===== src/rtl/shift_add_mul.sv =====
module shift_add_mul #(
  parameter int N = 8
) (
  input  logic           clk,
  input  logic           rst_n,
  input  logic           start,
  input  logic [N-1:0]   a_in,
  input  logic [N-1:0]   b_in,
  output logic           busy,
  output logic           done,
  output logic [2*N-1:0] product
);
  localparam int CW = $clog2(N + 1);

  logic [N-1:0]  a_q, b_q, hi_q, lo_q;
  logic          carry_q, busy_q, done_q;
  logic [CW-1:0] bit_cnt, pass_cnt;

  logic closing, pp, sum, cout, hi_msb;
  logic shift_a, shift_b, shift_hi, shift_lo, sel_sum, clr_carry;

  assign closing   = (bit_cnt == CW'(N));
  assign shift_a   = busy_q & ~closing;
  assign shift_b   = busy_q & closing;
  assign shift_hi  = busy_q;
  assign shift_lo  = busy_q & closing;
  assign sel_sum   = ~closing;
  assign clr_carry = closing;

  assign pp     = a_q[0] & b_q[0];
  assign sum    = pp ^ hi_q[0] ^ carry_q;
  assign cout   = (pp & hi_q[0]) | (pp & carry_q) | (hi_q[0] & carry_q);
  assign hi_msb = sel_sum ? sum : carry_q;

  always_ff @(posedge clk or negedge rst_n) begin
    if (!rst_n) begin
      a_q      <= '0;
      b_q      <= '0;
      hi_q     <= '0;
      lo_q     <= '0;
      carry_q  <= 1'b0;
      busy_q   <= 1'b0;
      done_q   <= 1'b0;
      bit_cnt  <= '0;
      pass_cnt <= '0;
    end else begin
      done_q <= 1'b0;
      if (start && !busy_q) begin
        a_q      <= a_in;
        b_q      <= b_in;
        hi_q     <= '0;
        lo_q     <= '0;
        carry_q  <= 1'b0;
        busy_q   <= 1'b1;
        bit_cnt  <= '0;
        pass_cnt <= '0;
      end else if (busy_q) begin
        if (shift_a)  a_q  <= {a_q[0], a_q[N-1:1]};
        if (shift_b)  b_q  <= {1'b0, b_q[N-1:1]};
        if (shift_hi) hi_q <= {hi_msb, hi_q[N-1:1]};
        if (shift_lo) lo_q <= {hi_q[0], lo_q[N-1:1]};
        carry_q <= clr_carry ? 1'b0 : cout;
        if (closing) begin
          bit_cnt  <= '0;
          pass_cnt <= pass_cnt + 1'b1;
          if (pass_cnt == CW'(N - 1)) begin
            busy_q <= 1'b0;
            done_q <= 1'b1;
          end
        end else begin
          bit_cnt <= bit_cnt + 1'b1;
        end
      end
    end
  end

  assign busy    = busy_q;
  assign done    = done_q;
  assign product = {hi_q, lo_q};
endmodule


===== config.mk =====
export PLATFORM = sky130hd
export DESIGN_NAME = shift_add_mul
export DESIGN_NICKNAME = d
export VERILOG_FILES = /design/src/rtl/shift_add_mul.sv
export SDC_FILE = /design/constraint.sdc
export NUM_CORES = 1
export LEC_CHECK = 0
export BUFFER_PORTS_ARGS = -buffer_cell sky130_fd_sc_hd__buf_2
export CELL_PAD_IN_SITES_DETAIL_PLACEMENT = 1
export CELL_PAD_IN_SITES_GLOBAL_PLACEMENT = 1
export CORE_MARGIN = 2
export CORE_UTILIZATION = 45
export DETAILED_ROUTE_END_ITERATION = 8
export GPL_ROUTABILITY_DRIVEN = 0
export PLACE_DENSITY = 0.95
export SKIP_CTS_REPAIR_TIMING = 1
export SYNTH_ARGS = -nofsm -noshare
export SYNTH_HDL_FRONTEND = slang
export SYNTH_SLANG_ARGS = --single-unit

===== constraint.sdc =====
create_clock -name clk -period 2.95 [get_ports clk]
set_input_delay 0.4425 -clock clk [delete_from_list [all_inputs] [get_ports clk]]
set_output_delay 0.4425 -clock clk [all_outputs]
set_load 0.01 [all_outputs]

Word-level counts from Yosys, hierarchy flattened

Index checks and enable logic that the tools add are counted.

Register bits after elaboration: 43
Input port bits: 19
Output and inout bits: 18
Word-level logic and storage cells: 62

Add/subtract/negate cells: 2
Equal/unequal tests: 2
Mux-type cells: 29
Bitwise gates (word level): 11
Reductions and logical operators: 9

Operator list:

| kind                                                             | number |
|---|---|
| 8-bit 2-to-1 mux                                                 | 11 |
| 4-bit 2-to-1 mux                                                 | 6 |
| 1-bit 2-to-1 mux                                                 | 12 |
| 4-bit by 1-bit adder with 4-bit output (second input constant)   | 2 |
| 2-bit nonzero test                                               | 4 |
| 1-bit bitwise AND                                                | 6 |
| 2-bit AND reduction                                              | 3 |
| 4-bit by 3-bit == test with 1-bit output (second input constant) | 1 |
| 4-bit == test (second input constant)                            | 1 |
| 1-bit OR                                                         | 2 |
| 1-bit XOR                                                        | 2 |
| 1-bit logical AND                                                | 1 |
| 1-bit logical NOT                                                | 1 |
| 1-bit inverter                                                   | 1 |

Logic depth before layout (Yosys ltp)

Gate-level depths: netlist of run 1.

Word-level depth: 7
Gate-level depth with buffers: 7
Depth with buffers taken out: 5

Worst setup path before layout of run 1

OpenSTA, ideal clock, no wires.

Kind: flip-flop to flip-flop
From: register bit_cnt[0]
To: register b_q[6]
Setup time: 0.124 ns
Data arrival time: 1.318 ns
Data required time: 2.826 ns
Setup slack: 1.508 ns
Stages on the path, launching flop included: 8
Buffers on the path: 2
Clock period less this slack: 1.442 ns
Cells stage by stage: dfrtp_1 -> inv_1 -> ha_1 -> and4b_1 -> buf_6 -> buf_6 -> a22oi_1 -> nand2_1

Longest elaborated chain between the ends: 4

RTL lines:

| element                       | line | RTL |
|---|---|---|
| start: declaration            | 17   | `logic [CW-1:0] bit_cnt, pass_cnt;` |
| start signal: assignment      | 71   | `bit_cnt <= bit_cnt + 1'b1;` |
| 4-bit == test                 | 22   | `assign closing = (bit_cnt == CW'(N));` |
| 1-bit bitwise AND             | 24   | `assign shift_b = busy_q & closing;` |
| 2-bit nonzero test (no line)  | n/a  |  |
| 2-bit AND reduction (no line) | n/a  |  |
| end signal: assignment        | 50   | `b_q <= b_in;` |
| end signal: assignment        | 59   | `if (shift_b) b_q <= {1'b0, b_q[N-1:1]};` |
| end: declaration              | 15   | `logic [N-1:0] a_q, b_q, hi_q, lo_q;` |

No other way between the ends.
A chain may end at the register's enable or synchronous reset.

Worst setup path in the final report of run 1

From: register bit_cnt[1]
To: register a_q[4]

Longest elaborated chain between the ends: 5

RTL lines:

| element                       | line | RTL |
|---|---|---|
| 4-bit == test                 | 22   |  |
| 1-bit inverter                | n/a  |  |
| 1-bit bitwise AND             | 23   | `assign shift_a = busy_q & ~closing;` |
| 2-bit nonzero test (no line)  | n/a  |  |
| 2-bit AND reduction (no line) | n/a  |  |
| end signal: assignment        | 49   | `a_q <= a_in;` |
| end signal: assignment        | 58   | `if (shift_a) a_q <= {a_q[0], a_q[N-1:1]};` |
| end: declaration              | 15   |  |

No other way between the ends.

==> run summary, run 1 <==
Cell taking the most area after synthesis -> dfrtp_1
N_diodes -> 0
Worst endpoint required time -> 3140 ps
Syn Area/Cell -> 10.1 µm²
Fin cells -> 278
Library cells used by synthesis -> 34
CP Launch Type -> flop
Met3 Routed Length -> 250 µm
Clk root buf -> clkbuf_8
Peak supply drop -> 0.000505 V
Critical Path Source -> bit_cnt[1]
Synth top area share -> 0.551
F_max -> 0.523 GHz
Pins Over Slew Limit -> 0
Slowest stage delay, CP -> 670 ps
CP arrival -> 2100 ps
Initial Util -> 0.478
Share of layout cells above drive strength 1 -> 0.215
Total chip power -> 0.00232 W
Initial antenna violation count -> 0
CP endpoint kind -> flop
Number of global-route vias before repair -> 1718
RR Startpoint -> bit_cnt[1]
Netlist Area Pre-Place -> 0.00195 mm²
Clk_lat worst skew -> 300 ps
Hpwl dp -> 3.21 mm
Num rows -> 23
FILL cells -> 487
Routed WL -> 4.96 mm
Worst R2R Path Depth -> 5
Commonest non-fill, non-tap cell in the layout -> nand2_1
Mapped Nets -> 216
Die height -> 69.9 µm
Crit Path Max Fanout -> 17
TNS Setup -> 0 ps
Yosys warning count -> 0
CTS Buf Count -> 5
CTS tree -> built
Bufs on Longest Clock Path -> 2
H-tree depth -> 2
PD cells -> 1030 mW/mm²
Final hold vios -> 0
Post-synthesis sequential area ratio -> 0.551
CP endpoint -> a_q[4]
Commonest non-fill, non-tap cells in the layout -> nand2_1 (45), dfrtp_1 (43), buf_2 (36)
Rel. slew slack -> 0.364
Worst-path cell chain -> inv_1, ha_1, and4b_1, nor2_4, o221a_1
Nets -> 250
Top-Level Pins -> 37
Final ANT Viol Nets -> 0
Mapped Cells -> 193
Met1 WL -> 2.16 mm
Metal2 WL -> 2.40 mm
Chip width -> 69.9 µm
Min cycle time layout -> 1910 ps
Number of port buffers -> 36
Final setup vio count -> 0
Synth area leaders -> dfrtp_1 (55%), nand2_1 (8.7%), nand3_1 (5.6%), nand2b_1 (4.5%), o221a_1 (4.0%)
Drt drc -> 0
Worst-Margin Slew -> 954 ps
Detailed router's first-iteration violation count -> 90
Die ar. -> 0.00488 mm²
Clock tree sinks -> 43
Top sig layer -> met4
Crit-path slowest cell -> and4b_1
Status -> completed
DP Cell Count -> 270
Pre-Repair DR Iteration Count -> 4
Skew final -> 9.96 ps
Total GRT Usage -> 0.217
Max-Cap Viols -> 0
Vias per cell -> 5.73
Final worst-path cycle share -> 0.648
RSZ-0062 raised after global routing -> no
Core area -> 0.00409 mm²
Clk slew on worst S/H paths -> 90 ps
Capturing point of the worst reg2reg path -> a_q[4]
Layout area overhead -> 15.9%
GRT Residual Overflow -> 0
LEAKAGE -> 1.10 nW
Largest net degree at the start of global routing -> 44
Reg2Reg Setup Slack -> 1040 ps
Critical path type -> reg -> reg
First-pass GRT wire length -> 8.32 mm
WL/cell -> 17.8 µm
Hold Crit Class -> in -> async
Synthesized flop and latch total -> 43
Via count -> 1593
how the worst min path moves through the flow:
stage,startpoint,to,slack [ps],depth (start not counted)
after global placement,lo_q[2],lo_q[1],470,2
after global routing,rst_n,a_q[3],360,1
after detailed placement,lo_q[2],lo_q[1],480,2
after floorplan,rst_n,a_q[0],150,0
final,rst_n,a_q[2],280,1
after CTS,rst_n,a_q[3],310,1
cells in the mapped netlist:
library cell  count
nor2_4            1
a22o_1            2
nor2_2            1
buf_2             7
a22oi_1           6
nand2b_1         14
nor3_1            1
dfrtp_1          43
o21ai_0          12
and4b_1           1
and3b_1           1
a31oi_1           1
clkbuf_1          2
ha_1              3
fa_1              1
nand3_1          22
mux2i_1           1
nor2_1            2
nand3b_1          1
a31o_2            1
inv_1             4
nor3b_1           1
o31ai_1           1
xor2_1            2
nand2_1          45
a211oi_1          1
nor4bb_1          1
nand4b_1          1
a21oi_1           1
o221a_1           7
o21ai_1           1
and2b_1           1
nor2b_1           2
buf_6             2
per-stage QoR:
step	instance area, µm²	hold slack [ps]	utilization	setup WS (ps)
2_1_floorplan	1950	147	-	1510
5_1_grt	2260	362	0.554	890
6_report	2260	280	0.554	1040
3_3_place_gp	2140	471	0.525	1150
4_1_cts	2260	315	0.554	992
3_5_place_dp	2140	480	0.525	1040
flip-flops by register name, summed over array words and instances, names as in the netlist:
name / cells
a_q: 8
b_q: 8
hi_q: 8
lo_q: 8
bit_cnt: 4
pass_cnt: 4
busy: 1
carry_q: 1
done: 1
critical path, delay by kind of cell, from the launching register on:
family / cells / cell delay [ps]
and+or+nand+nor: 2 / 780
AOI/OAI and AO/OA: 1 / 290
buffers and inverters: 1 / 100
adders and majority gates: 1 / 240
DFF: 1 / 410
report_power, final:
group	switching [W]	total, W	internal, W
Combinational	0.000410	0.000752	0.000342
Clock	0.000208	0.000482	0.000274
Sequential	0.000224	0.00109	0.000866
routing by layer:
metal  up-vias  global-route usage
met5         -                   0
met3        15              0.0462
met4         0              0.0983
li1        730                   -
met1       798               0.282
met2        50               0.349
cell type report:
| type | instances | area [µm²] | share of cell area |
|---|---|---|---|
| clock buffers | 6 | 82.6 | 0.0365 |
| well taps | 50 | 62.6 | 0.0277 |
| clock inverters | 2 | 35.0 | 0.0155 |
| flip-flops and latches | 43 | 1080 | 0.476 |
| multi-input cells | 135 | 796 | 0.352 |
| repair buffers | 38 | 195 | 0.0863 |
| inverters | 4 | 15.0 | 0.00664 |
kinds of logic (layout without fill, tap and decap cells):
group	count (synthesis)	in the layout	synth area share
adders and majority gates	4	4	0.0295
AOI/OAI and AO/OA	33	33	0.124
muxes	1	1	0.00513
and+or+nand+nor	95	95	0.240
xor gates and xnor gates	2	2	0.00898
DFF	43	43	0.551
buffers and inverters	15	50	0.0410
Power figures use the tool's default switching activity.
==> run 2: changes to the inputs <==
--- a/config.mk
+++ b/config.mk
@@ -9,10 +9,10 @@
 export CELL_PAD_IN_SITES_DETAIL_PLACEMENT = 1
 export CELL_PAD_IN_SITES_GLOBAL_PLACEMENT = 1
 export CORE_MARGIN = 2
-export CORE_UTILIZATION = 45
+export CORE_UTILIZATION = 42
 export DETAILED_ROUTE_END_ITERATION = 8
 export GPL_ROUTABILITY_DRIVEN = 0
-export PLACE_DENSITY = 0.95
+export PLACE_DENSITY = 0.91
 export SKIP_CTS_REPAIR_TIMING = 1
 export SYNTH_ARGS = -nofsm -noshare
 export SYNTH_HDL_FRONTEND = slang
==> constraint.sdc (replaced) <==
create_clock -name clk -period 1.93 [get_ports clk]
set_input_delay 0.2895 -clock clk [delete_from_list [all_inputs] [get_ports clk]]
set_output_delay 0.2895 -clock clk [all_outputs]
set_load 0.01 [all_outputs]
==> run 2 against run 1 <==
  * The flow now finishes with violations (hold timing)
  * Worst setup slack worse by 750 ps
  * Clock skew decreased by 4.7 ps
  * Register-to-register slack got worse by 750 ps
  * Cell count rose by 2.9%
  * Clock-buffer cell count is 1 higher
  * First-iteration DRC count shrank 12%
  * Critical path depth grew 1
  * Non-clock buffer count is 6 higher
  * Sequential power increased by 52%
==> run summary, run 2 (synthesis gave the netlist of run 1 again) <==
Number of port buffers -> 36
CP Launch Type -> flop
Crit Path Max Fanout -> 16
Die height -> 72.2 µm
Fin cells -> 286
Clk slew on worst S/H paths -> 80 ps
Bufs on Longest Clock Path -> 2
CP arrival -> 1870 ps
GRT Residual Overflow -> 0
Clk root buf -> clkbuf_8
Pre-Repair DR Iteration Count -> 4
Hpwl dp -> 3.26 mm
Pins Over Slew Limit -> 0
Crit-path slowest cell -> dfrtp_1
Worst-Margin Slew -> 562 ps
Num rows -> 24
F_max -> 0.608 GHz
RR Startpoint -> bit_cnt[0]
Sw Share -> 0.367
Detailed router's first-iteration violation count -> 79
Skew final -> 5.26 ps
Number of global-route vias before repair -> 1583
Multi-input gate area in the final layout -> 796 µm²
CTS Buf Count -> 5
Min cycle time layout -> 1640 ps
Layout area overhead -> 17.1%
LEAKAGE -> 1.12 nW
Clock Power Share -> 0.165
WL/cell -> 15.7 µm
First-pass GRT wire length -> 7.65 mm
Max-Cap Viols -> 0
Drt drc -> 0
Routed WL -> 4.50 mm
Reg2Reg Setup Slack -> 290 ps
Final worst-path cycle share -> 0.852
PD cells -> 1460 mW/mm²
Comb pwr share -> 0.339
Seq pwr share -> 0.496
DP Cell Count -> 278
Share of layout cells above drive strength 1 -> 0.226
Final hold vios -> 22
Die ar. -> 0.00521 mm²
N_diodes -> 0
Via count -> 1504
CTS tree -> built
PnR worst setup slack -> 286 ps
Critical path type -> reg -> reg
Final ANT Viol Nets -> 0
Hold Crit Class -> in -> async
Total GRT Usage -> 0.192
Capturing point of the worst reg2reg path -> pass_cnt[2]
Clk_lat worst skew -> 300 ps
Fin util -> 0.518
Core area -> 0.00441 mm²
Setup slack at placement -> 300 ps
Chip width -> 72.2 µm
Commonest non-fill, non-tap cell in the layout -> nand2_1
Total chip power -> 0.00334 W
Worst R2R Path Depth -> 6
Initial Util -> 0.442
Nets -> 256
H-tree depth -> 2
Commonest non-fill, non-tap cells in the layout -> nand2_1 (45), dfrtp_1 (43), buf_2 (36)
TNS Setup -> 0 ps
Failing checks -> hold timing
P_sw -> 0.00123 W
Status -> finished, violations left
Slowest stage delay, CP -> 430 ps
Clock tree sinks -> 43
Rel. slew slack -> 0.625
Vias per cell -> 5.26
CP endpoint kind -> flop
FILL cells -> 499
Top-Level Pins -> 37
Initial antenna violation count -> 0
Worst endpoint required time -> 2150 ps
Worst Hold Margin -> -21.0 ps
FF/Latch Area -> 0.00108 mm²
Peak supply drop -> 0.000723 V
Final setup vio count -> 0
Cell Int Power -> 0.00211 W
Worst-path cell chain -> inv_1, ha_1, and4b_1, buf_4, nand2_1, mux2i_1
Largest net degree at the start of global routing -> 24
RSZ-0062 raised after global routing -> no
[run 2: worst max-delay path by stage]
stage                from     endpoint  slack [ps]  cells past startpoint
2_1_floorplan  bit_cnt[0]       b_q[6]         490                      7
3_3_place_gp   bit_cnt[0]  pass_cnt[2]         400                      6
3_5_place_dp   bit_cnt[0]  pass_cnt[2]         300                      6
4_1_cts        bit_cnt[0]  pass_cnt[2]         270                      6
5_1_grt        bit_cnt[0]  pass_cnt[2]         120                      6
6_report       bit_cnt[0]  pass_cnt[2]         290                      6
[run 2: critical path: cells and delay by family, from the launching register on]
family                     cells  cell delay [ps]
adders and majority gates      1              220
buffers and inverters          2              350
DFF                            1              430
muxes                          1              170
and+or+nand+nor                2              410
[run 2: layout make-up]
class / count / area share
Multi-Input combinational cell: 135 / 0.348
Clock buffer: 7 / 0.0334
Inverter: 4 / 0.00657
Sequential cell: 43 / 0.471
Timing Repair Buffer: 44 / 0.111
Tap cell: 52 / 0.0285
Clock inverter: 1 / 0.00219
[run 2: through the flow]
stage	hold WS [ps]	cell area, µm²
detailed placement	317	2200
finish	-21.0	2290
global placement	309	2200
CTS	-7.11	2290
global route	14.0	2290
floorplan	-6.09	1950
[run 2: metal layers]
layer	GRT usage	up-vias	part of all wire
met1	0.261	729	0.47
li1	-	738	-
met3	0.0403	5	0.042
met4	0.0755	0	0.015
met5	0	-	0
met2	0.302	32	0.47
[run 2: power groups by stage]
stage	Combinational, W	Sequential, W	Clock (W)
floorplan	0.000687	0.00167	0
global placement	0.00108	0.00165	0
detailed placement	0.00116	0.00167	0
CTS	0.00116	0.00166	0.000569
global route	0.00131	0.00173	0.000603
finish	0.00113	0.00166	0.000551
